<file path="config.mk">
export PLATFORM = sky130hd
export DESIGN_NAME = lsrc_loop_mux
export DESIGN_NICKNAME = d
export VERILOG_FILES = /design/src/rtl/lsl_pkg.sv /design/src/rtl/lsl_ctl_reg.sv /design/src/rtl/lsl_rx_route.sv /design/src/rtl/lsl_tx_src.sv /design/src/rtl/lsrc_loop_mux.sv
export SDC_FILE = /design/constraint.sdc
export NUM_CORES = 1
export LEC_CHECK = 0
export ABC_AREA = 1
export BUFFER_PORTS_ARGS = -buffer_cell sky130_fd_sc_hd__buf_2
export CAP_MARGIN = 5
export CORE_AREA = 10 10 74 76
export CTS_BUF_LIST = sky130_fd_sc_hd__clkbuf_4 sky130_fd_sc_hd__clkbuf_8 sky130_fd_sc_hd__clkbuf_16
export CTS_CLUSTER_SIZE = 8
export DETAILED_ROUTE_END_ITERATION = 8
export DIE_AREA = 0 0 84 86
export PLACE_DENSITY = 0.72
export REMOVE_ABC_BUFFERS = 1
export SYNTH_ARGS = -nofsm -noshare
export SYNTH_HDL_FRONTEND = slang
export SYNTH_SLANG_ARGS = --single-unit
</file>
<file path="constraint.sdc">
create_clock -name clk -period 1.35 [get_ports clk]
set_clock_uncertainty 0.15 [all_clocks]
set_input_delay 0.27 -clock clk [delete_from_list [all_inputs] [get_ports clk]]
set_output_delay 0.27 -clock clk [all_outputs]
set_load 0.01 [all_outputs]
</file>
<file path="src/rtl/lsl_pkg.sv">
// Package lsl_pkg
// Shared widths, bit positions and types for the line-state source and
// loopback mux. Assumes a 16-bit control word with fixed bit positions.
package lsl_pkg;

    localparam int CTL_W = 16;

    // Control word bit positions (software depends on these).
    localparam int B_SOFT_RST_N = 8;
    localparam int B_TX_OFF     = 7;
    localparam int B_EXT_LOOP   = 6;
    localparam int B_LOC_LOOP   = 5;
    localparam int B_REM_LOOP   = 4;
    localparam int B_BYPASS     = 3;
    localparam int B_RF_EN      = 2;
    localparam int B_BIST_RUN   = 0;

    // Maintenance line-state select codes.
    typedef enum logic [2:0] {
        LS_QUIET  = 3'd0,
        LS_IDLE   = 3'd1,
        LS_HALT   = 3'd2,
        LS_MASTER = 3'd3,
        LS_JK     = 3'd4,
        LS_PASS   = 3'd5,
        LS_RSV6   = 3'd6,
        LS_RSV7   = 3'd7
    } ls_sel_e;

    // Stored control fields.
    typedef struct packed {
        logic soft_rst_n;
        logic tx_off;
        logic ext_loop;
        logic loc_loop;
        logic rem_loop;
        logic bypass;
        logic rf_en;
        logic bist_run;
    } ctl_t;

    // Value of the non-reset fields after internal reset.
    localparam ctl_t CTL_RST = '{soft_rst_n: 1'b1, tx_off: 1'b0, ext_loop: 1'b0,
                                 loc_loop: 1'b0, rem_loop: 1'b0, bypass: 1'b1,
                                 rf_en: 1'b0, bist_run: 1'b0};

endpackage

</file>
<file path="src/rtl/lsl_ctl_reg.sv">
// Module lsl_ctl_reg
// Holds the control word and forms the internal reset from the power reset
// and the software reset bit. Assumes pwr_rst_n is synchronous and active low.
// The software reset bit is cleared only by a write and set by power reset.
// While it is asserted, the other fields keep their reset values and a write
// changes only the software reset bit.
module lsl_ctl_reg
    import lsl_pkg::*;
(
    input  logic             clk,
    input  logic             pwr_rst_n,
    input  logic             wr_en,
    input  logic [CTL_W-1:0] wr_data,
    output ctl_t             ctl,
    output logic [CTL_W-1:0] rd_data,
    output logic             int_rst_n
);

    ctl_t ctl_q;
    ctl_t ctl_d;
    ctl_t wr_fields;

    logic unused_wr;
    assign unused_wr = ^{wr_data[CTL_W-1:B_SOFT_RST_N+1], wr_data[1]};

    // Unpack the write value into the stored fields.
    always_comb begin
        wr_fields.soft_rst_n = wr_data[B_SOFT_RST_N];
        wr_fields.tx_off     = wr_data[B_TX_OFF];
        wr_fields.ext_loop   = wr_data[B_EXT_LOOP];
        wr_fields.loc_loop   = wr_data[B_LOC_LOOP];
        wr_fields.rem_loop   = wr_data[B_REM_LOOP];
        wr_fields.bypass     = wr_data[B_BYPASS];
        wr_fields.rf_en      = wr_data[B_RF_EN];
        wr_fields.bist_run   = wr_data[B_BIST_RUN];
    end

    // Next-state of the control word, holding fields at reset while soft reset is on.
    always_comb begin
        ctl_d = ctl_q;
        if (wr_en) begin
            ctl_d = wr_fields;
        end
        if (!ctl_q.soft_rst_n) begin
            ctl_d = CTL_RST;
            ctl_d.soft_rst_n = wr_en ? wr_fields.soft_rst_n : 1'b0;
        end
    end

    // Control word storage; power reset restores every field.
    always_ff @(posedge clk) begin
        if (!pwr_rst_n) begin
            ctl_q <= CTL_RST;
        end else begin
            ctl_q <= ctl_d;
        end
    end

    // Read-back word with undefined positions as zero.
    always_comb begin
        rd_data = '0;
        rd_data[B_SOFT_RST_N] = ctl_q.soft_rst_n;
        rd_data[B_TX_OFF]     = ctl_q.tx_off;
        rd_data[B_EXT_LOOP]   = ctl_q.ext_loop;
        rd_data[B_LOC_LOOP]   = ctl_q.loc_loop;
        rd_data[B_REM_LOOP]   = ctl_q.rem_loop;
        rd_data[B_BYPASS]     = ctl_q.bypass;
        rd_data[B_RF_EN]      = ctl_q.rf_en;
        rd_data[B_BIST_RUN]   = ctl_q.bist_run;
    end

    assign ctl       = ctl_q;
    assign int_rst_n = pwr_rst_n & ctl_q.soft_rst_n;

    // a write clearing the soft reset bit asserts the internal reset next cycle.
    a_r1_soft_write_resets: assert property (@(posedge clk) disable iff (!pwr_rst_n)
        (wr_en && !wr_data[B_SOFT_RST_N]) |=> !int_rst_n);

    // after a cycle in internal reset, defaults are in place.
    a_r2_defaults_after_reset: assert property (@(posedge clk) disable iff (!pwr_rst_n)
        !$past(int_rst_n) |-> (ctl_q.bypass && !ctl_q.tx_off && !ctl_q.ext_loop &&
                               !ctl_q.loc_loop && !ctl_q.rem_loop && !ctl_q.rf_en &&
                               !ctl_q.bist_run));

    // undefined positions never read as one.
    a_r3_rsv_zero: assert property (@(posedge clk) disable iff (!pwr_rst_n)
        (rd_data[CTL_W-1:B_SOFT_RST_N+1] == '0) && !rd_data[1]);

endmodule

</file>
<file path="src/rtl/lsl_rx_route.sv">
// Module lsl_rx_route
// Decides which loopbacks are in effect and drives the registered receive
// output: bypass first, then local loopback, then the received symbols.
// Assumes tx_path is the transmit path before any remote loopback.
module lsl_rx_route #(
    parameter int SYM_W = 10
) (
    input  logic             clk,
    input  logic             rst_n,
    input  logic             bypass,
    input  logic             loc_loop,
    input  logic             rem_loop,
    input  logic             mgr_off,
    input  logic             mgr_maint,
    input  logic [SYM_W-1:0] tx_in,
    input  logic [SYM_W-1:0] rx_in,
    input  logic [SYM_W-1:0] tx_path,
    output logic             loc_eff,
    output logic             rem_eff,
    output logic [SYM_W-1:0] rx_q
);

    logic [SYM_W-1:0] rx_d;

    // Local loop is honoured only in OFF or MAINTENANCE and beats remote loop.
    always_comb begin
        loc_eff = loc_loop && (mgr_off || mgr_maint);
        rem_eff = rem_loop && !loc_eff;
    end

    // Receive-output selection by priority.
    always_comb begin
        if (bypass) begin
            rx_d = tx_in;
        end else if (loc_eff) begin
            rx_d = tx_path;
        end else begin
            rx_d = rx_in;
        end
    end

    // Receive-output register, cleared by internal reset.
    always_ff @(posedge clk) begin
        if (!rst_n) begin
            rx_q <= '0;
        end else begin
            rx_q <= rx_d;
        end
    end

    // bypass forwards the transmit input.
    a_r10_bypass_fwd: assert property (@(posedge clk) disable iff (!rst_n)
        bypass |=> (rx_q == $past(tx_in)));

    // local loop outside OFF/MAINTENANCE is ignored.
    a_r8_loc_ignored: assert property (@(posedge clk) disable iff (!rst_n)
        (!bypass && loc_loop && !mgr_off && !mgr_maint) |=> (rx_q == $past(rx_in)));

    // never both loopbacks in effect.
    a_r9_one_loop: assert property (@(posedge clk) disable iff (!rst_n)
        !(loc_eff && rem_eff));

endmodule

</file>
<file path="src/rtl/lsl_tx_src.sv">
// Module lsl_tx_src
// Builds the transmit path: a fixed line-state symbol or the transmit data
// in maintenance, the transmit data otherwise, and the received symbols
// when remote loopback is in effect. Assumes rem_eff already excludes local
// loopback. Undefined select codes send QUIET.
module lsl_tx_src
    import lsl_pkg::*;
#(
    parameter int               SYM_W      = 10,
    parameter logic [SYM_W-1:0] SYM_QUIET  = 10'h000,
    parameter logic [SYM_W-1:0] SYM_IDLE   = 10'h3FF,
    parameter logic [SYM_W-1:0] SYM_HALT   = 10'h084,
    parameter logic [SYM_W-1:0] SYM_MASTER = 10'h098,
    parameter logic [SYM_W-1:0] SYM_JK     = 10'h311
) (
    input  logic             clk,
    input  logic             rst_n,
    input  logic             mgr_maint,
    input  logic [2:0]       ls_sel,
    input  logic             rem_eff,
    input  logic [SYM_W-1:0] tx_in,
    input  logic [SYM_W-1:0] rx_in,
    output logic [SYM_W-1:0] tx_path,
    output logic [SYM_W-1:0] tx_q
);

    ls_sel_e          sel;
    logic [SYM_W-1:0] maint_sym;
    logic [SYM_W-1:0] tx_d;

    assign sel = ls_sel_e'(ls_sel);

    // Maintenance symbol lookup.
    always_comb begin
        case (sel)
            LS_IDLE:   maint_sym = SYM_IDLE;
            LS_HALT:   maint_sym = SYM_HALT;
            LS_MASTER: maint_sym = SYM_MASTER;
            LS_JK:     maint_sym = SYM_JK;
            LS_PASS:   maint_sym = tx_in;
            default:   maint_sym = SYM_QUIET;
        endcase
    end

    // Transmit path before and after remote loopback.
    always_comb begin
        tx_path = mgr_maint ? maint_sym : tx_in;
        tx_d    = rem_eff ? rx_in : tx_path;
    end

    // Transmit-output register, QUIET under internal reset.
    always_ff @(posedge clk) begin
        if (!rst_n) begin
            tx_q <= SYM_QUIET;
        end else begin
            tx_q <= tx_d;
        end
    end

    // undefined codes send QUIET.
    a_r5_undef_quiet: assert property (@(posedge clk) disable iff (!rst_n)
        (mgr_maint && !rem_eff && ls_sel[2] && ls_sel[1]) |=> (tx_q == SYM_QUIET));

    // remote loopback forwards the received symbols.
    a_r7_remote_fwd: assert property (@(posedge clk) disable iff (!rst_n)
        rem_eff |=> (tx_q == $past(rx_in)));

    // outside maintenance without loop the transmit data passes.
    a_r6_tx_pass: assert property (@(posedge clk) disable iff (!rst_n)
        (!mgr_maint && !rem_eff) |=> (tx_q == $past(tx_in)));

endmodule

</file>
<file path="src/rtl/lsrc_loop_mux.sv">
// Module lsrc_loop_mux
// Top of the line-state source and loopback mux: control register, internal
// reset, transmit source selection and receive routing. Assumes the manager
// state flags and select are stable for the cycle they are sampled in.
module lsrc_loop_mux
    import lsl_pkg::*;
#(
    parameter int               SYM_W      = 10,
    parameter logic [SYM_W-1:0] SYM_QUIET  = 10'h000,
    parameter logic [SYM_W-1:0] SYM_IDLE   = 10'h3FF,
    parameter logic [SYM_W-1:0] SYM_HALT   = 10'h084,
    parameter logic [SYM_W-1:0] SYM_MASTER = 10'h098,
    parameter logic [SYM_W-1:0] SYM_JK     = 10'h311
) (
    input  logic             clk,
    input  logic             pwr_rst_n,
    input  logic             ctl_wr_en,
    input  logic [15:0]      ctl_wr_data,
    output logic [15:0]      ctl_rd_data,
    output logic             int_rst_n,
    input  logic             mgr_in_off,
    input  logic             mgr_in_maint,
    input  logic [2:0]       maint_ls_sel,
    input  logic [SYM_W-1:0] tx_sym_in,
    input  logic [SYM_W-1:0] rx_sym_in,
    output logic [SYM_W-1:0] tx_sym_out,
    output logic [SYM_W-1:0] rx_sym_out,
    output logic             fot_off,
    output logic             ext_loop_pin,
    output logic             rpt_filt_en,
    output logic             selftest_run
);

    ctl_t             ctl;
    logic             loc_eff;
    logic             rem_eff;
    logic [SYM_W-1:0] tx_path;

    lsl_ctl_reg u_ctl (
        .clk       (clk),
        .pwr_rst_n (pwr_rst_n),
        .wr_en     (ctl_wr_en),
        .wr_data   (ctl_wr_data),
        .ctl       (ctl),
        .rd_data   (ctl_rd_data),
        .int_rst_n (int_rst_n)
    );

    lsl_tx_src #(
        .SYM_W (SYM_W), .SYM_QUIET (SYM_QUIET), .SYM_IDLE (SYM_IDLE),
        .SYM_HALT (SYM_HALT), .SYM_MASTER (SYM_MASTER), .SYM_JK (SYM_JK)
    ) u_tx (
        .clk       (clk),
        .rst_n     (int_rst_n),
        .mgr_maint (mgr_in_maint),
        .ls_sel    (maint_ls_sel),
        .rem_eff   (rem_eff),
        .tx_in     (tx_sym_in),
        .rx_in     (rx_sym_in),
        .tx_path   (tx_path),
        .tx_q      (tx_sym_out)
    );

    lsl_rx_route #(.SYM_W (SYM_W)) u_rx (
        .clk       (clk),
        .rst_n     (int_rst_n),
        .bypass    (ctl.bypass),
        .loc_loop  (ctl.loc_loop),
        .rem_loop  (ctl.rem_loop),
        .mgr_off   (mgr_in_off),
        .mgr_maint (mgr_in_maint),
        .tx_in     (tx_sym_in),
        .rx_in     (rx_sym_in),
        .tx_path   (tx_path),
        .loc_eff   (loc_eff),
        .rem_eff   (rem_eff),
        .rx_q      (rx_sym_out)
    );

    // Pin-level controls straight from the register.
    always_comb begin
        fot_off      = ctl.tx_off;
        ext_loop_pin = ctl.ext_loop;
        rpt_filt_en  = ctl.rf_en;
        selftest_run = ctl.bist_run;
    end

    // software reset leaves QUIET and zero on the symbol outputs.
    a_r11_outputs_in_reset: assert property (@(posedge clk) disable iff (!pwr_rst_n)
        !int_rst_n |=> (tx_sym_out == SYM_QUIET && rx_sym_out == '0));

endmodule

</file>
==> results.toml <==
[cells_and_area]
layout.nets = 341
antenna_cells_inserted = 0
finalNonFillerCells = 345
post-route-util_pct = 53.9
area_growth_pct = 41.6
drive_above_1_share_pct = 39.7

[worst_setup_path]
arrival_ns = 0.97
critPathSlowestCell = "dfxtp_2"
cp-start-kind = "register"
cp_slowest_stage_delay_ns = 0.34
cp_max_fo = 2
end_kind = "output port"
path_cells = "nand2_2 > inv_2 > buf_12 > buf_6"
crit_required_ns = 0.93
worstSetupPathType = "register to output port"
path_delay_family = "flip-flops"
path_buf_inv = 3

[sta]
setup_violations = 1
timing.final.crit_share_pct = 103
worst_slack_ns = -0.0379
fmax_mhz = 721
drv_slew = 0
rsz0062_at_grt = "true"
post-route-min-period_ns = 1.39
hold_violations = 0

[clock_network]
clockRootBuffer = "clkbuf_8"
cts_tree = "done"
insertion_delay_ns = 0.28
numCtsBuffers = 3
cts_sinks = 28
clk_path_buf_depth = 2
clkTransAtPathRegs_ns = 0.11
htreeDepth = 1

[synthesis]
syn_inst = 213
yosysTopAreaCellShare_pct = 37.1
syn_avg_cell_area_sq_um = 7.10
synth_flop_cell = "dfxtp_1"
yosys.area.top_type = "dfxtp_1"
syn_area_sq_um = 1510
ys_seq_area_share_pct = 37.1
synth_seq_cells = 28
synth_commonest_cells = "57 x nand2_1, 28 x dfxtp_1, 21 x a21oi_1, 16 x buf_4, 16 x inv_1"
synthTopCellsByArea = "dfxtp_1 37%, nand2_1 14%, buf_4 7.9%"
synth_cell_types = 21
ys_warn_count = 0
synth_most_common_cell = "nand2_1"
synth-edff-count = 0
async_flop_share_pct = 0

[die]
dieArea_sq_um = 7220
top_level_ports = 85
core_sq_um = 3970
rows = 23
die_w_microns = 84
start_util_pct = 38.1
die_y_microns = 86

[route]
antenna_left = 0
drt-initial-drc-count = 123
wire_per_inst_microns = 14.5
drc = 0
finalWirelength_mm = 4.99
viasPerCell = 4.70
dr.pass1.iters = 4
num_vias = 1622

[grt]
grt_antenna_before_repair = 0
gr-usage-all-layers_pct = 12.8
grt_max_degree = 17
grt_pass1_wl_mm = 7.65
grt_pass1_vias = 1614
grt_overflow = 0

[placed_design]
gp_congestion = 0.873
dpl.cell_count = 334
port-buffer-count = 68
place_ws_ns = -0.184
hpwl_mm = 3.60

[power_and_ir_drop]
p_total_w = 0.00211
ir_drop_mv = 0.421
p_leak_nw = 1.18
power.density_nw_per_um2 = 985

[run]
max-cap-violations = 0

[outcome]
status = "finished, violations left"
violations = "negative setup slack"

[worst_hold_path]
hp-class = "input pin to register"
[layer usage]
layer | part of all wire [%] | wire [microns] | global-route usage, %
met1 | 38 | 1890 | 13.3
met2 | 55 | 2730 | 23.4
met3 | 5.2 | 258 | 3.22
met4 | 2.2 | 108 | 6.24
met5 | 0 | 0 | 0
[placed cells by master, fill, tap and decap left out]
master and count:
a21oi_1 21, clkbuf_8 3, buf_12 2, a21oi_4 1, xnor2_1 1, dfxtp_1 25, o21ai_1 12, nor2_1 3
nand2_1 56, buf_6 4, o21ai_0 15, bufinv_16 1, nand3_4 1, buf_4 21, nand2_2 1, dfxtp_2 3
inv_1 15, buf_2 67, o21ai_2 2, conb_1 8, inv_2 2, o21bai_1 11, nand3_1 8, bufbuf_16 1
clkinv_2 1, a21oi_2 7, clkinv_1 2, ha_1 1
[path summary, 6_finish.rpt]
path                                    from           end  slack (ns)  cells past startpoint
worst max-delay path                register     int_rst_n       -0.04                      4
worst min-delay path               pwr_rst_n      register        0.04                      2
worst max register to register  u_ctl.ctl[4]  u_tx.tx_q[2]        0.07                      7
worst min register to register  u_ctl.ctl[5]  u_ctl.ctl[5]        0.33                      2
[metrics by stage]
step           area [sq um]  hold slack, ns  TNS (ns)
6_report               2140          0.0404   -0.0379
5_1_grt                2140          0.0520   -0.0942
4_1_cts                2100          0.0416   -0.0329
3_5_place_dp           1950           0.314     -2.51
3_3_place_gp           1950           0.306     -2.41
2_1_floorplan          1380           0.204     -4.98
[timing repair]
action | in CTS | in global routing
endpoints found under the setup margin | 10 | 12
gates cloned | 1 | 0
pin swaps | 0 | 5
gates resized for setup | 6 | 5
buffers inserted | 4 | 3
hold buffers | 0 | 0
[power by group]
group | total (W) | internal (W) | switching, W
registers | 0.000901 | 0.000884 | 0.0000168
clock network | 0.000675 | 0.000397 | 0.000278
logic | 0.000531 | 0.000243 | 0.000288
[area by class of cell]
type	instances	area [sq um]
flip-flops and latches	28	564
repair buffers	95	611
well taps	50	62.6
inverters	20	76.3
clock inverters	1	30.0
multi-input cells	148	754
fillers	383	1830
clock buffers	3	41.3
[sequential cells by signal, indices dropped and copies added (netlist names), named ones only]
signal / count
u_ctl.ctl: 7
u_rx.rx_q: 10
u_tx.tx_q: 10
[kinds of logic (layout without fill, tap and decap cells)]
kind of cell | Yosys count | after routing | synth area share (%)
simple gates | 69 | 69 | 18.7
xor+xnor | 1 | 1 | 0.580
compound gates | 69 | 69 | 27.2
flops | 28 | 28 | 37.1
fa+ha+maj | 1 | 1 | 0.828
buf+inv | 44 | 119 | 15.4
other cells | 1 | 8 | 0.248
Power figures use the tool's default switching activity.
